[config.mk]
export PLATFORM = sky130hd
export DESIGN_NAME = ppio_basic
export DESIGN_NICKNAME = d
export VERILOG_FILES = /design/src/rtl/ppio_basic.sv
export SDC_FILE = /design/constraint.sdc
export NUM_CORES = 1
export LEC_CHECK = 0
export BUFFER_PORTS_ARGS = -buffer_cell sky130_fd_sc_hd__buf_2
export CORE_UTILIZATION = 30
export CTS_BUF_LIST = sky130_fd_sc_hd__clkbuf_8
export CTS_CLUSTER_DIAMETER = 120
export CTS_CLUSTER_SIZE = 10
export DETAILED_ROUTE_END_ITERATION = 8
export MAX_ROUTING_LAYER = met4
export SETUP_SLACK_MARGIN = 0.3
export SYNTH_ARGS = -nofsm -noshare
export SYNTH_HDL_FRONTEND = slang
export SYNTH_SLANG_ARGS = --single-unit
[constraint.sdc]
create_clock -name clk -period 2.5 [get_ports clk]
set_clock_uncertainty 0.2 [all_clocks]
set_input_delay 0.25 -clock clk [delete_from_list [all_inputs] [get_ports clk]]
set_output_delay 0.25 -clock clk [all_outputs]
set_load 0.005 [all_outputs]
[src/rtl/ppio_basic.sv]
module ppio_basic #(
  parameter int W = 8
) (
  input  logic         clk,
  input  logic         rst_n,
  input  logic         cs,
  input  logic         rd,
  input  logic         wr,
  input  logic [1:0]   addr,
  input  logic [W-1:0] wdata,
  output logic [W-1:0] rdata,
  input  logic [W-1:0] pa_in,
  output logic [W-1:0] pa_out,
  output logic [W-1:0] pa_oe,
  input  logic [W-1:0] pb_in,
  output logic [W-1:0] pb_out,
  output logic [W-1:0] pb_oe,
  input  logic [W-1:0] pc_in,
  output logic [W-1:0] pc_out,
  output logic [W-1:0] pc_oe
);
  localparam int H = W / 2;

  logic dir_a, dir_b, dir_ch, dir_cl;
  logic [W-1:0] lat_a, lat_b, lat_c;

  wire we      = cs & wr;
  wire ctl_we  = we & (addr == 2'd3);
  wire mode_we = ctl_we & wdata[7];
  wire bit_we  = ctl_we & ~wdata[7];
  wire [2:0] bit_idx = wdata[3:1];
  wire bit_in  = bit_idx[2] ? dir_ch : dir_cl;

  always_ff @(posedge clk) begin
    if (!rst_n) begin
      {dir_a, dir_b, dir_ch, dir_cl} <= 4'hF;
      lat_a <= '0;
      lat_b <= '0;
      lat_c <= '0;
    end else if (mode_we) begin
      dir_a  <= wdata[4];
      dir_ch <= wdata[3];
      dir_b  <= wdata[1];
      dir_cl <= wdata[0];
      lat_a  <= '0;
      lat_b  <= '0;
      lat_c  <= '0;
    end else if (bit_we) begin
      if (!bit_in) lat_c[bit_idx] <= wdata[0];
    end else if (we) begin
      case (addr)
        2'd0: if (!dir_a) lat_a <= wdata;
        2'd1: if (!dir_b) lat_b <= wdata;
        2'd2: begin
          if (!dir_ch) lat_c[W-1:H] <= wdata[W-1:H];
          if (!dir_cl) lat_c[H-1:0] <= wdata[H-1:0];
        end
        default: ;
      endcase
    end
  end

  assign pa_out = lat_a;
  assign pb_out = lat_b;
  assign pc_out = lat_c;
  assign pa_oe  = {W{~dir_a}};
  assign pb_oe  = {W{~dir_b}};
  assign pc_oe  = {{H{~dir_ch}}, {H{~dir_cl}}};

  wire [W-1:0] view_a = dir_a ? pa_in : lat_a;
  wire [W-1:0] view_b = dir_b ? pb_in : lat_b;
  wire [W-1:0] view_c = {dir_ch ? pc_in[W-1:H] : lat_c[W-1:H],
                         dir_cl ? pc_in[H-1:0] : lat_c[H-1:0]};
  wire [W-1:0] view_k = {1'b1, 2'b00, dir_a, dir_ch, 1'b0, dir_b, dir_cl};

  always_comb begin
    rdata = '0;
    if (cs && rd) begin
      case (addr)
        2'd0:    rdata = view_a;
        2'd1:    rdata = view_b;
        2'd2:    rdata = view_c;
        default: rdata = view_k;
      endcase
    end
  end

  AST_MODE_CLEARS: assert property (@(posedge clk) disable iff (!rst_n)
    $past(mode_we) |-> (pa_out == '0 && pb_out == '0 && pc_out == '0));
  AST_MODE_DIR: assert property (@(posedge clk) disable iff (!rst_n)
    $past(mode_we) |-> (pa_oe == {W{~$past(wdata[4])}} && pb_oe == {W{~$past(wdata[1])}}));
  AST_BIT_ONLY_ONE: assert property (@(posedge clk) disable iff (!rst_n)
    $past(bit_we) |-> ($countones(pc_out ^ $past(pc_out)) <= 1 && $stable(pa_out) && $stable(pb_out)));
  AST_BIT_INPUT_KEEP: assert property (@(posedge clk) disable iff (!rst_n)
    $past(bit_we && bit_in) |-> $stable(pc_out));
  AST_NO_CS_KEEP: assert property (@(posedge clk) disable iff (!rst_n)
    $past(!cs) |-> ($stable(pa_out) && $stable(pb_out) && $stable(pc_out) && $stable(pc_oe)));
  AST_IDLE_RDATA: assert property (@(posedge clk) disable iff (!rst_n)
    !(cs && rd) |-> rdata == '0);
endmodule

# Word-level counts from Yosys, hierarchy flattened
# Index checks and enable logic that the tools add are counted.
# totals
regBits	28
elab_cells	53
memories	0
mem_bits_rw	0
latch_bits	0
rom_bits	0
in_bits	39
# op_classes
eq_ne	6
mux	16
shifts	0
addsub	0
div	0
n_mul	0
reduce_logical	10
bitwise	11
magnitude_cmp	2
# ops
op	count
two-way mux 8 bit	7
one-hot mux 8 bit (3 select lines)	1
two-way mux 4 bit	4
AND reduction 4 bit	4
bitwise mux 8 bit	1
NOT 1 bit	7
AND 1 bit	4
equality test 2 bit (second input constant)	2
< comparator 3 x 4 -> 1 bit (second input constant)	1
inequality test 2 x 1 -> 1 bit (second input constant)	2
nonzero test 2 bit	2
demux 1 bit (select 3 bit)	1
>= comparator 3 x 1 -> 1 bit (second input constant)	1
equality test 2 x 1 -> 1 bit (second input constant)	1
logical AND 1 bit	2
zero test 2 bit	1
two-way mux 1 bit	2
inequality test 2 bit (second input constant)	1
OR reduction 2 bit	1

# Depth between registers and ports, before layout
# depth
depth_word	7
ltp_mapped	6

# Worst setup path before layout
# No wires, ideal clock.
# synth_path
path_type	reg-to-output
start	register dir_a
end	output rdata[4]
stages_incl_launch_ff	5
arrival_time_ns	1.338
slack_ns	0.712
path_cell_list	dfxtp_1 -> buf_2 -> inv_1 -> and3_1 -> a2111oi_0
# synth_between
elab_chain_cells	3
# synth_rtl
element	line_no	rtl
from (decl)	24	logic dir_a, dir_b, dir_ch, dir_cl;
from (signal assigned)	41	dir_a <= wdata[4];
two-way mux 8 bit	70	wire [W-1:0] view_a = dir_a ? pa_in : lat_a;
one-hot mux 8 bit (3 select lines) *	79	case (addr)
two-way mux 8 bit *	78	if (cs && rd) begin
to (decl)	11	output logic [W-1:0] rdata,
# Mark *: on every way between the ends. The rest lies on a longest branch, timed or not.

# Worst setup path after layout
# layout_path
start	register dir_ch
end	output rdata[4]
# layout_between
elab_chain_cells	3
# layout_rtl
element	line_no	rtl
from (decl)	24	
from (signal assigned)	42	dir_ch <= wdata[3];
two-way mux 4 bit	72	wire [W-1:0] view_c = {dir_ch ? pc_in[W-1:H] : lat_c[W-1:H],
one-hot mux 8 bit (3 select lines)	79	
two-way mux 8 bit	78	
# Every way passes these cells.

==> metrics.log <==
[metrics] area of the die: 0.00720 sq mm
[metrics] Num CTS Buffers: 3
[metrics] die height: 84.9 um
[metrics] number of max-cap violations: 0
[metrics] average wire per standard cell: 15.9 um
[metrics] Hold Buf Count CTS: 0
[metrics] average footprint of a synthesized cell: 8.45 sq um
[metrics] flop and latch count out of synthesis: 28
[metrics] antenna violations before repair: 0
[metrics] outcome: finished with violations
[metrics] largest incremental delay on the critical path: 0.51 ns
[metrics] final weighted congestion in routability-driven placement: 0.852
[metrics] type of the setup path with the least slack: reg -> out
[metrics] fraction of synthesized cell area in xor and xnor cells: 0%
[metrics] Arr. time, crit path: 1.67 ns
[metrics] total instance count after detailed placement: 381
[metrics] clock sink count: 28
[metrics] Worst IR Drop VDD: 0.198 mV
[metrics] internal power summed over all cells: 0.734 mW
[metrics] worst-skew pair later-pin latency: 0.28 ns
[metrics] Starting Density: 31.7%
[metrics] number of enable-type register cells in the synthesized netlist: 0
[metrics] total number of placement rows: 29
[metrics] actual transition at the worst max-transition pin: 0.521 ns
[metrics] Synth cell types: 47
[metrics] yosys warns: 0
[metrics] fill cell instance count of the final layout: 689
[metrics] mux contribution to synthesized area: 16.8%
[metrics] kind of cell adding the most delay to the critical path: flip-flops
[metrics] count of input and output buffers: 94
[metrics] synthesized area: 0.00206 sq mm
[metrics] Sw Share: 26.4%
[metrics] post-route minimum period: 2.12 ns
[metrics] multi-input gate area in the final layout: 0.00121 sq mm
[metrics] number of nets in the synthesized netlist: 283
[metrics] Final Cycle Share: 84.6%
[metrics] total wire length: 6120 um
[metrics] area fraction in and, or, nand and nor cells after synthesis: 20.8%
[metrics] first-pass GRT wire length: 9680 um
[metrics] total number of vias: 2034
[metrics] startpoint type of the worst setup path: flip-flop
[metrics] leak pwr: 1.37 nW
[metrics] setup repair after global routing missed its margin: no
[metrics] # setup viols final: 0
[metrics] Design Power: 0.997 mW
[metrics] violation count after the first detailed-routing iteration: 119
[metrics] pin count of the biggest net entering global routing: 20
[metrics] CTS tree: done
[metrics] sequential fraction of the synthesis area: 27.2%
[metrics] number of remaining DRC errors: 9
[metrics] post-synthesis instance total: 244
[metrics] Root Buffer: sky130_fd_sc_hd__clkbuf_8
[metrics] compound-gate portion of the synthesized area: 21.3%
[metrics] number of top-level pins: 95
[metrics] most frequent standard cell in the layout excluding fill and tap cells: sky130_fd_sc_hd__buf_2
[metrics] setup slack at placement: 0.454 ns
[metrics] number of cells in the finished layout apart from fillers: 385
[metrics] violations in the final reports: DRC
[metrics] combinational family with the most area after synthesis: compound AO/OA/AOI/OAI gates
[metrics] number of global-route vias before repair: 1829
[metrics] FF/Latch Area: 568 sq um
[metrics] most frequent cells in the layout: sky130_fd_sc_hd__buf_2, sky130_fd_sc_hd__mux2i_1, sky130_fd_sc_hd__dfxtp_1, sky130_fd_sc_hd__nor2_1, sky130_fd_sc_hd__nand2_1
[metrics] final core occ: 38.4%
[metrics] HPWL after DPL: 4610 um
[metrics] Setup crit end kind: output port
[metrics] net switching power: 0.263 mW
[metrics] clock group share of total power: 37.5%
[metrics] Worst Path Buf+Inv: 1
[metrics] total global routing track utilization: 17.6%
[metrics] # H-tree levels: 1
[metrics] drt via density: 5.28
[metrics] largest fanout of any net on the critical path: 10
[metrics] count of inserted antenna diode cells: 0
[metrics] Max-Slew Margin vs Limit: 65.3%
[metrics] worst hold path type: in -> reg
[metrics] share of final-layout standard cells stronger than drive strength 1: 39.9%
[metrics] commonest register cell after synthesis: sky130_fd_sc_hd__dfxtp_1
[metrics] Post-DRT Antenna Nets: 0
[metrics] cell chain of the critical path: mux2i_1 > nand2_1 > nand3_1 > a2111oi_1 > buf_2
[metrics] worst setup margin: 0.384 ns
[metrics] adder-cell share of the synthesized area: 0%
[metrics] relative contribution of sequential cells to total power: 45.5%
[metrics] layout net count: 348
[metrics] total power density per cell area: 400 mW/mm^2
[metrics] relative contribution of combinational cells to total power: 17.0%
[metrics] CTS clk-pin slew, worst paths: 0.11 ns
[metrics] number of detailed-route iterations in the first pass: 7
[metrics] count of pins over their slew limit: 0
[metrics] maximum clock frequency: 473 MHz
[metrics] setup tns final: 0 ns
[metrics] Synth async-reset ratio: 0%
[metrics] final count of hold timing violations: 0
[metrics] Worst path slowest cell: sky130_fd_sc_hd__dfxtp_2
[metrics] Core Footprint: 0.00649 sq mm
[metrics] area growth from synthesis to final layout: 21.1%
[metrics] number of buffers on the longest clock path: 2
[metrics] worst path required time: 2.05 ns
[metrics] GRT Residual Overflow: 0
[metrics] DIE WIDTH: 84.9 um
[synth_stat cells, types with 2 or more instances]
library cell | number | area (sq um)
sky130_fd_sc_hd__and3_1 | 4 | 25.0
sky130_fd_sc_hd__o21ai_0 | 5 | 25.0
sky130_fd_sc_hd__nor3_1 | 9 | 45.0
sky130_fd_sc_hd__o211ai_1 | 2 | 15.0
sky130_fd_sc_hd__nor2b_1 | 7 | 43.8
sky130_fd_sc_hd__buf_6 | 2 | 22.5
sky130_fd_sc_hd__mux2i_1 | 29 | 290
sky130_fd_sc_hd__nand3_1 | 6 | 30.0
sky130_fd_sc_hd__a311o_1 | 3 | 30.0
sky130_fd_sc_hd__a211oi_1 | 8 | 60.1
sky130_fd_sc_hd__clkbuf_1 | 8 | 30.0
sky130_fd_sc_hd__or2_2 | 2 | 12.5
sky130_fd_sc_hd__a211o_1 | 7 | 61.3
sky130_fd_sc_hd__o221ai_1 | 2 | 17.5
sky130_fd_sc_hd__o22ai_1 | 4 | 25.0
sky130_fd_sc_hd__buf_2 | 8 | 40.0
sky130_fd_sc_hd__dfxtp_1 | 28 | 561
sky130_fd_sc_hd__o311ai_0 | 2 | 17.5
sky130_fd_sc_hd__mux2_2 | 5 | 56.3
sky130_fd_sc_hd__o22a_1 | 2 | 17.5
sky130_fd_sc_hd__nand2_1 | 16 | 60.1
sky130_fd_sc_hd__o32ai_1 | 2 | 17.5
sky130_fd_sc_hd__nor2_1 | 20 | 75.1
sky130_fd_sc_hd__buf_4 | 21 | 158
sky130_fd_sc_hd__a21oi_1 | 11 | 55.1
sky130_fd_sc_hd__inv_1 | 10 | 37.5
[logic make-up (layout without fill, tap and decap cells)]
kind of cell	after synthesis	in the layout
AND/OR/NAND/NOR	77	77
buffers and inverters	49	113
AO/OA/AOI/OAI	56	56
multiplexers	34	34
flip-flops	28	28
[flip-flops by register name, summed over array words and instances, names as in the netlist]
signal and count:
pb_out 8, dir_b 1, pa_out 8, dir_cl 1, dir_a 1, pc_out 8
dir_ch 1
[repair_timing]
action | 4_1_cts | 5_1_grt
buffers inserted | 0 | 0
resized for setup | 4 | 3
pin swaps | 0 | 1
setup endpoints to repair | 6 | 2
[worst register-to-register path, delay by kind of cell, from the launching register on]
family,cells,cell delay (ns)
multiplexers,1,0.26
flip-flops,1,0.44
AND/OR/NAND/NOR,2,0.89
[path summary, 6_finish.rpt]
kind                                 end  depth (start not counted)  slack [ns]              startpoint
setup reg to reg  pb_out[6]$_SDFFE_PP0P_                          3        0.61      dir_b$_SDFFE_PN1P_
hold / removal        dir_a$_SDFFE_PN1P_                          2        0.02                   rst_n
hold reg to reg   pc_out[2]$_SDFFE_PP0P_                          2        0.29  pc_out[2]$_SDFFE_PP0P_
setup / recovery                rdata[4]                          5        0.38     dir_ch$_SDFFE_PN1P_
[final cells by class]
class | count | share of cell area, %
clock buffer | 3 | 1.65
clock inverter | 1 | 1.20
inverter | 10 | 1.50
multi-input combinational | 167 | 48.6
sequential | 28 | 22.8
tap | 77 | 3.86
timing repair buffer | 99 | 20.4
[routing by layer]
| metal | vias to the layer above | track usage (%) | wire length [um] | part of all wire (%) |
|---|---|---|---|---|
| li1 | 1000 | - | - | - |
| met1 | 936 | 23.0 | 2840 | 46 |
| met2 | 92 | 29.9 | 2890 | 47 |
| met3 | 6 | 1.85 | 360 | 5.9 |
| met4 | 0 | 2.93 | 34 | 0.56 |
| met5 | - | - | 0 | 0 |
[power groups by stage]
stage	Combinational (mW)	Clock, mW	Sequential [mW]
after floorplan	0.107	0	0.459
after CTS	0.169	0.371	0.455
after detailed placement	0.168	0	0.465
after global routing	0.187	0.384	0.454
final	0.170	0.374	0.454
after global placement	0.167	0	0.465
[per-stage QoR]
stage | instance area (sq um) | hold slack [ns]
after floorplan | 2060 | 0.122
after global placement | 2410 | 0.275
after detailed placement | 2410 | 0.279
after CTS | 2490 | 0.0144
after global routing | 2490 | 0.0379
final | 2490 | 0.0222
No activity file was read; power rests on OpenSTA's default activity.
